$ cat config.mk
export PLATFORM = sky130hd
export DESIGN_NAME = sg_chain_loader
export DESIGN_NICKNAME = d
export VERILOG_FILES = /design/src/rtl/sgl_pkg.sv /design/src/rtl/sgl_chan_regs.sv /design/src/rtl/sgl_desc_fetch.sv /design/src/rtl/sgl_ctrl_fsm.sv /design/src/rtl/sg_chain_loader.sv
export SDC_FILE = /design/constraint.sdc
export NUM_CORES = 1
export LEC_CHECK = 0
export BUFFER_PORTS_ARGS = -buffer_cell sky130_fd_sc_hd__buf_4
export CAP_MARGIN = 20
export CORE_UTILIZATION = 55
export CTS_BUF_LIST = sky130_fd_sc_hd__clkbuf_8 sky130_fd_sc_hd__clkbuf_16
export DETAILED_ROUTE_END_ITERATION = 6
export PLACE_DENSITY = 0.86
export SYNTH_ARGS = -nofsm -noshare
export SYNTH_HDL_FRONTEND = slang
export SYNTH_HIERARCHICAL = 1
export SYNTH_SLANG_ARGS = --single-unit
$ cat constraint.sdc
create_clock -name clk -period 4.95 [get_ports clk]
set_input_delay 0.99 -clock clk [delete_from_list [all_inputs] [get_ports clk]]
set_output_delay 0.99 -clock clk [all_outputs]
set_load 0.05 [all_outputs]
$ cat src/rtl/sgl_pkg.sv
package sgl_pkg;
    localparam int DESC_WORDS = 4;

    typedef enum logic [2:0] {
        ST_IDLE,
        ST_XFER,
        ST_WAIT,
        ST_FETCH,
        ST_STOP,
        ST_ABORT
    } sgl_state_e;

    localparam logic [2:0] SEL_SRC  = 3'd0;
    localparam logic [2:0] SEL_DST  = 3'd1;
    localparam logic [2:0] SEL_NXT  = 3'd2;
    localparam logic [2:0] SEL_CTL  = 3'd3;
    localparam logic [2:0] SEL_STAT = 3'd4;
endpackage

$ cat src/rtl/sgl_chan_regs.sv
module sgl_chan_regs
    import sgl_pkg::*;
#(
    parameter int W = 32
) (
    input  logic                    clk,
    input  logic                    rst_n,
    input  logic                    wr_en,
    input  logic [2:0]              wr_sel,
    input  logic [W-1:0]            wr_data,
    input  logic [2:0]              rd_sel,
    output logic [W-1:0]            rd_data,
    input  logic                    load,
    input  logic [DESC_WORDS*W-1:0] load_words,
    input  logic                    stop_done,
    input  logic                    abort,
    output logic [W-1:0]            src,
    output logic [W-1:0]            dst,
    output logic [W-1:0]            nxt,
    output logic [W-1:0]            ctl,
    output logic                    en,
    output logic                    err
);
    logic [W-1:0] chan_q [DESC_WORDS];
    logic         en_q;
    logic         err_q;
    logic         start_wr;

    // software writes only land while the channel is idle
    assign start_wr = wr_en && !en_q && (wr_sel == SEL_STAT) && wr_data[0];

    for (genvar g = 0; g < DESC_WORDS; g++) begin : g_word
        always_ff @(posedge clk) begin
            if (!rst_n) begin
                chan_q[g] <= '0;
            end else if (load) begin
                chan_q[g] <= load_words[g*W +: W];
            end else if (wr_en && !en_q && (wr_sel == 3'(g))) begin
                chan_q[g] <= wr_data;
            end
        end
    end

    always_ff @(posedge clk) begin
        if (!rst_n) begin
            en_q  <= 1'b0;
            err_q <= 1'b0;
        end else begin
            if (stop_done || abort) begin
                en_q <= 1'b0;
            end else if (start_wr) begin
                en_q <= 1'b1;
            end
            if (abort) begin
                err_q <= 1'b1;
            end else if (start_wr) begin
                err_q <= 1'b0;
            end
        end
    end

    always_comb begin
        case (rd_sel)
            SEL_SRC:  rd_data = chan_q[0];
            SEL_DST:  rd_data = chan_q[1];
            SEL_NXT:  rd_data = chan_q[2];
            SEL_CTL:  rd_data = chan_q[3];
            SEL_STAT: rd_data = {{(W-2){1'b0}}, err_q, en_q};
            default:  rd_data = '0;
        endcase
    end

    assign src = chan_q[0];
    assign dst = chan_q[1];
    assign nxt = chan_q[2];
    assign ctl = chan_q[3];
    assign en  = en_q;
    assign err = err_q;
endmodule

$ cat src/rtl/sgl_desc_fetch.sv
module sgl_desc_fetch
    import sgl_pkg::*;
#(
    parameter int W = 32
) (
    input  logic                    clk,
    input  logic                    rst_n,
    input  logic                    active,
    input  logic [W-3:0]            base_hi,
    output logic                    mem_req,
    output logic [W-1:0]            mem_addr,
    input  logic [W-1:0]            mem_rdata,
    input  logic                    mem_rvalid,
    input  logic                    mem_rerr,
    output logic [DESC_WORDS*W-1:0] words,
    output logic                    fetch_ok,
    output logic                    fetch_err
);
    localparam int IDX_W = $clog2(DESC_WORDS);
    localparam logic [IDX_W-1:0] LAST_IDX = IDX_W'(DESC_WORDS - 1);

    logic [IDX_W-1:0] idx_q;
    logic             good_beat;
    logic [W-1:0]     stage_q [DESC_WORDS-1];

    assign good_beat = active && mem_rvalid && !mem_rerr;
    assign mem_req   = active;
    assign mem_addr  = {base_hi, 2'b00} + (W'(idx_q) << 2);
    assign fetch_ok  = good_beat && (idx_q == LAST_IDX);
    assign fetch_err = active && mem_rvalid && mem_rerr;

    always_ff @(posedge clk) begin
        if (!rst_n || !active) begin
            idx_q <= '0;
        end else if (good_beat) begin
            idx_q <= idx_q + 1'b1;
        end
    end

    // all but the last word are staged; the last is used straight from the bus
    for (genvar g = 0; g < DESC_WORDS; g++) begin : g_stage
        if (g < DESC_WORDS - 1) begin : g_hold
            always_ff @(posedge clk) begin
                if (!rst_n) begin
                    stage_q[g] <= '0;
                end else if (good_beat && (idx_q == IDX_W'(g))) begin
                    stage_q[g] <= mem_rdata;
                end
            end
            assign words[g*W +: W] = stage_q[g];
        end else begin : g_bypass
            assign words[g*W +: W] = mem_rdata;
        end
    end
endmodule

$ cat src/rtl/sgl_ctrl_fsm.sv
module sgl_ctrl_fsm
    import sgl_pkg::*;
#(
    parameter int W = 32
) (
    input  logic         clk,
    input  logic         rst_n,
    input  logic         en,
    input  logic [W-3:0] nxt_hi,
    input  logic         xfer_done,
    input  logic         fetch_ok,
    input  logic         fetch_err,
    output logic         xfer_start,
    output logic         fetch_active,
    output logic         load,
    output logic         stop_done,
    output logic         abort,
    output sgl_state_e   state_o
);
    sgl_state_e state_q;
    sgl_state_e state_d;
    logic       chain_end;

    assign chain_end = (nxt_hi == '0);

    always_ff @(posedge clk) begin
        if (!rst_n) begin
            state_q <= ST_IDLE;
        end else begin
            state_q <= state_d;
        end
    end

    always_comb begin
        state_d = state_q;
        unique case (state_q)
            ST_IDLE:  if (en) state_d = ST_XFER;
            ST_XFER:  state_d = ST_WAIT;
            ST_WAIT:  if (xfer_done) state_d = chain_end ? ST_STOP : ST_FETCH;
            ST_FETCH: begin
                if (fetch_err) begin
                    state_d = ST_ABORT;
                end else if (fetch_ok) begin
                    state_d = ST_XFER;
                end
            end
            ST_STOP:  state_d = ST_IDLE;
            ST_ABORT: state_d = ST_IDLE;
            default:  state_d = ST_IDLE;
        endcase
    end

    always_comb begin
        xfer_start   = 1'b0;
        fetch_active = 1'b0;
        load         = 1'b0;
        stop_done    = 1'b0;
        abort        = 1'b0;
        unique case (state_q)
            ST_IDLE:  ;
            ST_XFER:  xfer_start = 1'b1;
            ST_WAIT:  ;
            ST_FETCH: begin
                fetch_active = 1'b1;
                load         = fetch_ok && !fetch_err;
            end
            ST_STOP:  stop_done = 1'b1;
            ST_ABORT: abort = 1'b1;
            default:  ;
        endcase
    end

    assign state_o = state_q;
endmodule

$ cat src/rtl/sg_chain_loader.sv
module sg_chain_loader
    import sgl_pkg::*;
#(
    parameter int W = 32
) (
    input  logic         clk,
    input  logic         rst_n,
    input  logic         reg_wr_en,
    input  logic [2:0]   reg_wr_sel,
    input  logic [W-1:0] reg_wr_data,
    input  logic [2:0]   reg_rd_sel,
    output logic [W-1:0] reg_rd_data,
    output logic         xfer_start,
    output logic [W-1:0] xfer_src,
    output logic [W-1:0] xfer_dst,
    output logic [W-1:0] xfer_ctl,
    input  logic         xfer_done,
    output logic         mem_req,
    output logic [W-1:0] mem_addr,
    input  logic [W-1:0] mem_rdata,
    input  logic         mem_rvalid,
    input  logic         mem_rerr,
    output logic         done_irq,
    output logic         chain_err
);
    logic [W-1:0]            nxt;
    logic                    chan_en;
    logic                    load;
    logic                    stop_done;
    logic                    abort;
    logic                    fetch_active;
    logic                    fetch_ok;
    logic                    fetch_err;
    logic [DESC_WORDS*W-1:0] words;
    sgl_state_e              fsm_state;

    sgl_chan_regs #(.W(W)) u_regs (
        .clk        (clk),
        .rst_n      (rst_n),
        .wr_en      (reg_wr_en),
        .wr_sel     (reg_wr_sel),
        .wr_data    (reg_wr_data),
        .rd_sel     (reg_rd_sel),
        .rd_data    (reg_rd_data),
        .load       (load),
        .load_words (words),
        .stop_done  (stop_done),
        .abort      (abort),
        .src        (xfer_src),
        .dst        (xfer_dst),
        .nxt        (nxt),
        .ctl        (xfer_ctl),
        .en         (chan_en),
        .err        (chain_err)
    );

    sgl_desc_fetch #(.W(W)) u_fetch (
        .clk        (clk),
        .rst_n      (rst_n),
        .active     (fetch_active),
        .base_hi    (nxt[W-1:2]),
        .mem_req    (mem_req),
        .mem_addr   (mem_addr),
        .mem_rdata  (mem_rdata),
        .mem_rvalid (mem_rvalid),
        .mem_rerr   (mem_rerr),
        .words      (words),
        .fetch_ok   (fetch_ok),
        .fetch_err  (fetch_err)
    );

    sgl_ctrl_fsm #(.W(W)) u_fsm (
        .clk          (clk),
        .rst_n        (rst_n),
        .en           (chan_en),
        .nxt_hi       (nxt[W-1:2]),
        .xfer_done    (xfer_done),
        .fetch_ok     (fetch_ok),
        .fetch_err    (fetch_err),
        .xfer_start   (xfer_start),
        .fetch_active (fetch_active),
        .load         (load),
        .stop_done    (stop_done),
        .abort        (abort),
        .state_o      (fsm_state)
    );

    assign done_irq = stop_done;
endmodule

* After elaboration in Yosys (flattened, before gate mapping)
Memories as Yosys holds them, arrays and structs flattened.
Cells that the tools add are included.
** Word-level totals
- Logic and storage cells :: 123
- Latch bits :: 0
- Bits in writable memories :: 224
- Output and inout port bits :: 164
- Flip-flop bits (word level) :: 7
- Memories :: 2
- Memory bits (read-only) :: 0
** Operators by class
- Multipliers :: 0
- Magnitude comparators :: 0
- Shift-type cells :: 0
- $add $sub $neg :: 2
- Divide/modulo/power cells :: 0
- Bitwise logic cells :: 12
- Mux-type cells :: 54
- Equal/unequal tests :: 19
- Reductions and logical operators :: 30
** Memories
- u_regs.chan_q :: depth 4, bits a word 32, rd ports 4, clocked after Yosys merged registers in 0, write ports 4, RTL line sgl_chan_regs.sv:24 : logic [W-1:0] chan_q [DESC_WORDS];
- u_fetch.stage_q :: depth 3, bits a word 32, rd ports 3, clocked after Yosys merged registers in 0, write ports 3, RTL line sgl_desc_fetch.sv:24 : logic [W-1:0] stage_q [DESC_WORDS-1];
** Operator list (number)
- $mux W32 :: 11
- $pmux W32 S5 :: 1
- $mux W1 :: 36
- $add A32 B4 Y32 :: 1
- $logic_not A30 Y1 :: 1
- $eq A3 B2 Y1 const B :: 6
- $logic_and A1 B1 Y1 :: 15
- $mux W3 :: 5
- $eq A3 B3 Y1 const B :: 4
- $pmux W3 S4 :: 1
- $or A1 B1 Y1 :: 11
- $eq A3 B1 Y1 const B :: 3
- $logic_not A3 Y1 :: 3
- $logic_not A1 Y1 :: 5
- $eq A2 B2 Y1 const B :: 2
- $ne A2 B2 Y1 const B :: 2
- $ne A3 B1 Y1 const B :: 1
- $reduce_and A3 Y1 :: 1
- $add A2 B1 Y2 const B :: 1
- $eq A2 B1 Y1 const B :: 1
- $logic_not A2 Y1 :: 1
- $logic_or A1 B1 Y1 :: 2
- $reduce_bool A2 Y1 :: 1
- $reduce_or A2 Y1 :: 1
- $not A1 Y1 :: 1

* Longest topological paths before layout
Gate-level depths: netlist (run 1).
- Word-level depth :: 12
- Mapped depth :: 11
- Mapped depth without buffers :: 9

* By module
The synthesis (run 1) kept the hierarchy.
** By module, submodules not included
- sgl_chan_regs :: cells an instance 390, times used 1, area an instance 6327.3 µm²
- sgl_desc_fetch :: cells an instance 343, times used 1, area an instance 4576.9 µm²
- sgl_ctrl_fsm :: cells an instance 31, times used 1, area an instance 264.0 µm²

* Least setup slack after synthesis (run 1)
No wires, ideal clock.
- Path kind :: input -> register
- From :: input reg_wr_sel[2]
- To :: memory u_regs.chan_q[3][0] (enable)
- Data arrival time :: 3800 ps
- Required time :: 4484 ps
- Slack :: 685 ps
- Cell stages on the path :: 3
- Path buffers :: 1
- Path through :: or3b_1 buf_6 o21ai_0
** RTL lines
- from (decl) :: RTL line sg_chain_loader.sv:9 : input logic [2:0] reg_wr_sel,
- to (decl) :: RTL line sgl_chan_regs.sv:24

* Final worst setup path (run 1)
- From :: register u_fetch.idx_q[0]
- To :: output mem_addr[30]
** Between the ends
- Word-level cells in the longest chain between the ends :: 1
** RTL lines
- from (decl) :: RTL line sgl_desc_fetch.sv:22 : logic [IDX_W-1:0] idx_q;
- from (signal assigned) :: RTL line sgl_desc_fetch.sv:36 : idx_q <= idx_q + 1'b1;
- $add A32 B4 Y32 :: RTL line sgl_desc_fetch.sv:28 : assign mem_addr = {base_hi, 2'b00} + (W'(idx_q) << 2);
- to (decl) :: RTL line sg_chain_loader.sv:19 : output logic [W-1:0] mem_addr,
Every way passes these cells.

==> results.md, run 1 <==
* CP delay by family, top: simple AND/OR/NAND/NOR gates
* GRT Util Overall at 0.282
* Placed Cells at 1190
* CP max FO at 5
* Routed WL at between 20 and 30 mm
* Routed length on met1 at around 11 mm
* Critical Path, Cell by Cell: ha_1 > fa_1 > nand4_1 > nor3_1 > nand4_1 > xnor2_1 > buf_4
* CTS Sinks at 231
* # DRC at 0
* Max-slew headroom at the worst pin at 0.287
* Main flop type after synthesis: edfxtp_1
* Setup TNS at 0 ns
* Design area at ~14000 sq um
* Finished Layout Cells at between 1000 and 1500
* Fmax at approximately 0.24 GHz
* Crit end category: output port
* Area grow syn2layout at 22.6%
* Worst slew pin tran at between 1 and 1.5 ns
* Placed cell areas at 12900 sq um
* Crit path DAT at ~3.2 ns
* Async SR Flop Fraction at 0
* Final Cycle Share at 0.855
* Most frequent cells in the layout: 243 x buf_4, 224 x edfxtp_1, 128 x a22o_1
* Vias in the first global route at between 7000 and 8000
* Root Driver: clkbuf_16
* I/O pin count at 240
* Cells after Synth at approximately 760
* Detailed placement HPWL at 19.2 mm
* Initial core utilization at 0.568
* Count of cell types in the netlist at 47
* Hold-fix buffers, CTS at 0
* DR iter-0 viols at between 600 and 700
* Crit path launch type: flip-flop
* Pin count of the biggest net entering global routing at 71
* Most common cell after layout, fill and taps aside: buf_4
* Max stage delay on crit path at 0.68 ns
* Crit path buffers/inverters at 1
* CTS tree: built
* Share of layout cells above drive strength 1 at 0.341
* Core area at a little under 20000 sq um
* Area of the mapped netlist at about 11000 sq um
* Hold Slack at 0.534 ns
* Final hold vios at 0
* EDFF count, synth at between 200 and 250
* First-pass GRT wire length at around 43 mm
* Worst-Skew Late Latency at roughly 0.51 ns
* Critical path class: flip-flop to output port
* Die area at roughly 21000 sq um
* Seq cells post-synth at ~230
* Worst hold path class: flip-flop to flip-flop
* Worst path most repeated cell: nand4_1
* CTS max path bufs at 3
* Met2 wire length at 15.1 mm
* Layout Nets at 1036
* Vias at between 7000 and 8000
* Crit-path slowest cell: nor3_1
* Gp weighted congestion at between 0.8 and 0.9
* GR Overflow Total at 0
* Die Y at 145 um
* Post-synthesis sequential area ratio at 0.615
* Reg area at approximately 7000 sq um
* Highest routed layer: met4
* Fillcell total at 1349
* Min cycle time layout at 4.23 ns
* VDD IR-drop max at roughly 0.00024 V
* Clock Skew at 0.0105 ns
* Port-buffer cells at 237
* DR WL met3 at 2.32 mm
* Initial antenna violation count at 0
* Leakage power at 5.48 nW
* Die W at 145 um
* Final Max Tran Viols at 0
* Resized cells post-CTS at 0
* DRT Pass-1 Iters at 5
* Clock-pin transition on the worst setup and hold timing paths at around 0.06 ns
* Pwr dens at roughly 330 nW/um^2
* Final setup vio count at 0
* Final design utilization at 0.697
* H-tree depth at 1
* Vias/cell at about 6.2
* CTS buffer count at 24
* Antenna Violating Nets Remaining at 0
* Drt wl/cell at around 24 um
* Synth Warn # at 6
* Status: complete, no violations
* Antenna diode count at 0
* Postcts setup bufs at 0
* Syn avg cell area at between 10 and 15 sq um
* RSZ-0062 raised after global routing: no
* Multi-input logic area at about 3800 sq um
* Max-Cap Viols at 0
* CP Data Required Time at between 3 and 4 ns
* FP Rows at 51
## per-stage QoR
step           setup WS (ns)  power [mW]
6_report               0.716        4.54
3_5_place_dp           0.945        2.81
2_1_floorplan          0.685        2.62
4_1_cts                0.768        4.57
3_3_place_gp            1.06        2.80
5_1_grt                0.588        4.67
## area by class of cell
| cell class | count | area share |
|---|---|---|
| flip-flops and latches | 231 | 0.502 |
| repair buffers | 246 | 0.137 |
| inverters | 6 | 0.00165 |
| clock buffers | 25 | 0.0457 |
| well taps | 265 | 0.0242 |
| clock inverters | 18 | 0.0112 |
| multi-input cells | 444 | 0.279 |
## metal layers
layer,vias to the layer above,track usage
li1,3298,-
met1,3835,0.365
met2,434,0.485
met3,62,0.0384
met4,0,0.106
met5,-,0
## Yosys cell counts (all sizes together) (6+ instances only)
cell,n,area share
o21ai,7,0.0031
edfxtp,224,0.60
nor3,6,0.0036
nor2,10,0.0038
xnor2,25,0.020
nor4,10,0.011
dfxtp,7,0.013
clkbuf,29,0.0097
nand3,10,0.0045
ha,6,0.0067
mux4,30,0.060
inv,6,0.0020
nand4,13,0.0086
nor2b,32,0.018
nand2,21,0.0071
and2,100,0.056
a22o,128,0.10
buf,55,0.035
and3,8,0.0045
## state kept, by name (all words and copies together), names as in the netlist
name,cells
u_fetch/idx_q,2
u_fetch/stage_q,96
u_regs/err,1
u_fsm/state_o,3
u_regs/chan_q,128
u_regs/en,1
## power breakdown
group / internal (mW) / switching (mW) / total (mW) / leakage [nW]
clock network: 1.06 / 0.710 / 1.77 / 0.408
registers: 2.22 / 0.0484 / 2.26 / 2.39
logic: 0.163 / 0.345 / 0.508 / 2.68
## kinds of logic after synthesis
family	synth area share
DFF	0.615
and+or+nand+nor	0.132
AOI/OAI and AO/OA	0.110
buffers and inverters	0.0469
muxes	0.0650
xor gates and xnor gates	0.0227
adders and majority gates	0.00851
other	0.000336
## path summary, 6_finish.rpt
kind                                       startpoint                             end  slack (ns)  cells after the start
setup / recovery        u_fetch/idx_q[0]$_SDFFE_PP0N_                    mem_addr[30]        0.72                      7
hold / removal    u_fetch/stage_q[0][0]$_SDFFCE_PN0P_   u_regs/chan_q[0][0]$_DFFE_PP_        0.53                      1
setup reg to reg        u_fsm/state_o[0]$_SDFFE_PN0P_  u_regs/chan_q[1][15]$_DFFE_PP_        1.06                     10
hold reg to reg   u_fetch/stage_q[0][0]$_SDFFCE_PN0P_   u_regs/chan_q[0][0]$_DFFE_PP_        0.53                      1
Power figures use the tool's default switching activity.
==> run 2: changes to the inputs <==
CORE_MARGIN = 4   (was unset)
==> run 2 against run 1 <==
  * Routed wire length increased by 2.6%
  * Cell count increased by 0.16%
  * Count of clock-buffer cells in the layout unchanged
  * Highest routed layer unchanged
  * Die area increased by 8.5%
  * Via count decreased by 0.97%
  * Largest cell class unchanged
  * Critical path type unchanged
==> results.md, run 2 (synthesized netlist as in run 1, its figures left out) <==
* Status: complete, no violations (unchanged)
* Leakage power at 5.46 nW (was 5.48 nW)
* Pin count of the biggest net entering global routing at 66 (was 71)
* Crit end category: output port (unchanged)
* Die area at 22700 sq um (was 20900 sq um)
* CTS max path bufs at 3 (unchanged)
* Routed WL at 30.2 mm (was 29.4 mm)
* Clock Skew at 0.00495 ns (was 0.0105 ns)
* Vias/cell at 6.11 (was 6.18)
* Initial antenna violation count at 1 (was 0)
* Drt wl/cell at 24.4 um (was 23.8 um)
* Final hold vios at 0 (unchanged)
* Min cycle time layout at 4.32 ns (was 4.23 ns)
* GRT Util Overall at 0.258 (was 0.282)
* DRT Pass-1 Iters at 5 (unchanged)
* Max-Cap Viols at 0 (unchanged)
* CTS Sinks at 231 (unchanged)
* Worst-Skew Late Latency at 0.51 ns (about the same)
* Antenna diode count at 0 (unchanged)
* Final Cycle Share at 0.873 (was 0.855)
* Hold Slack at 0.530 ns (was 0.534 ns)
* Max FFs per register at 128 (unchanged)
* Resized cells post-CTS at 0 (unchanged)
* Area grow syn2layout at 22.3% (was 22.6%)
* CTS buffer count at 24 (unchanged)
* Hold-fix buffers, CTS at 0 (unchanged)
* VDD IR-drop max at 0.000251 V (was 0.000238 V)
* Postcts setup bufs at 0 (unchanged)
* Final Power at 4.44 mW (was 4.54 mW)
* Die W at 151 um (was 145 um)
* Initial core utilization at 0.566 (was 0.568)
* RSZ-0062 raised after global routing: no (unchanged)
* Antenna Violating Nets Remaining at 0 (unchanged)
* CP Data Required Time at 3.96 ns (about the same)
* Critical path class: flip-flop to output port (unchanged)
* Vias in the first global route at 7549 (was 7370)
* Share of layout cells above drive strength 1 at 0.341 (about the same)
* Max-slew headroom at the worst pin at 0.274 (was 0.287)
* # DRC at 0 (unchanged)
* CP max FO at 5 (unchanged)
* Gp weighted congestion at 0.838 (was 0.829)
* Crit path launch type: flip-flop (unchanged)
* FP Rows at 51 (unchanged)
* Clock-pin transition on the worst setup and hold timing paths at 0.06 ns (about the same)
* Root Driver: clkbuf_16 (unchanged)
* Port-buffer cells at 237 (unchanged)
* Detailed placement HPWL at 19.8 mm (was 19.2 mm)
* Pwr dens at 325 nW/um^2 (was 332 nW/um^2)
* H-tree depth at 1 (unchanged)
* First-pass GRT wire length at 44.2 mm (was 43.0 mm)
* Worst hold path class: flip-flop to flip-flop (unchanged)
* Fmax at 0.231 GHz (was 0.236 GHz)
* Die Y at 151 um (was 145 um)
* Final setup vio count at 0 (unchanged)
* GR Overflow Total at 0 (unchanged)
* Most common cell after layout, fill and taps aside: buf_4 (unchanged)
* Worst slew pin tran at 1.09 ns (was 1.07 ns)
* Final Max Tran Viols at 0 (unchanged)
* Largest reg by FF count: u_regs/chan_q (unchanged)
* Vias at 7555 (was 7629)
* I/O pin count at 240 (unchanged)
* Setup TNS at 0 ns (unchanged)
* Most frequent cells in the layout: 243 x buf_4, 224 x edfxtp_1, 128 x a22o_1 (unchanged)
* DR iter-0 viols at 587 (was 604)
* CTS tree: built (unchanged)
* Crit path DAT at 3.33 ns (was 3.24 ns)
* Core area at 19700 sq um (about the same)
* Layout Nets at 1037 (was 1036)
run 2: critical path, stage by stage (launching register included):
cell	delay, ns
dfxtp_1	0.43
ha_1	0.25
fa_1	0.30
nand4_1	0.29
nor3_1	0.76
nand4_1	0.23
xnor2_1	0.30
buf_4	0.26
run 2: through the flow:
stage	cells	utilization	worst slack, ns	instance area, sq um
finish	1237	0.693	0.628	13700
global route	1237	0.693	0.532	13700
CTS	1235	0.691	0.699	13600
detailed placement	1191	0.654	1.01	12900
global placement	1190	0.653	1.04	12900
floorplan	765	-	0.685	11200
run 2: layer usage:
| metal | part of all wire | wire [um] | vias up | GRT usage |
|---|---|---|---|---|
| met5 | 0 | 0 | - | 0 |
| met4 | 0.027 | 824 | 0 | 0.0855 |
| met3 | 0.092 | 2780 | 65 | 0.0373 |
| met2 | 0.51 | 15400 | 447 | 0.445 |
| met1 | 0.37 | 11300 | 3739 | 0.337 |
| li1 | - | - | 3304 | - |
run 2: power by group:
group | internal, mW | total [mW] | leakage (nW) | switching (mW)
logic | 0.163 | 0.508 | 2.68 | 0.345
registers | 2.22 | 2.26 | 2.39 | 0.0476
clock network | 0.959 | 1.67 | 0.380 | 0.711
total | 3.34 | 4.44 | 5.46 | 1.10
run 2: final cells by class:
type | instances | area (sq um)
sequential | 231 | 6870
tap | 265 | 332
clock buffer | 25 | 626
timing repair buffer | 247 | 1890
clock inverter | 19 | 105
inverter | 6 | 22.5
fill | 1322 | 6060
multi-input combinational | 444 | 3820
run 2: worst paths after layout:
kind	startpoint	end	slack (ns)	cells past startpoint
worst min register to register	u_fetch/stage_q[0][9]$_SDFFCE_PN0P_	u_regs/chan_q[0][9]$_DFFE_PP_	0.53	1
worst max register to register	u_fsm/state_o[0]$_SDFFE_PN0P_	u_regs/chan_q[1][20]$_DFFE_PP_	1.09	10
worst max-delay path	u_fetch/idx_q[0]$_SDFFE_PP0N_	mem_addr[30]	0.63	7
worst min-delay path	u_fetch/stage_q[0][9]$_SDFFCE_PN0P_	u_regs/chan_q[0][9]$_DFFE_PP_	0.53	1
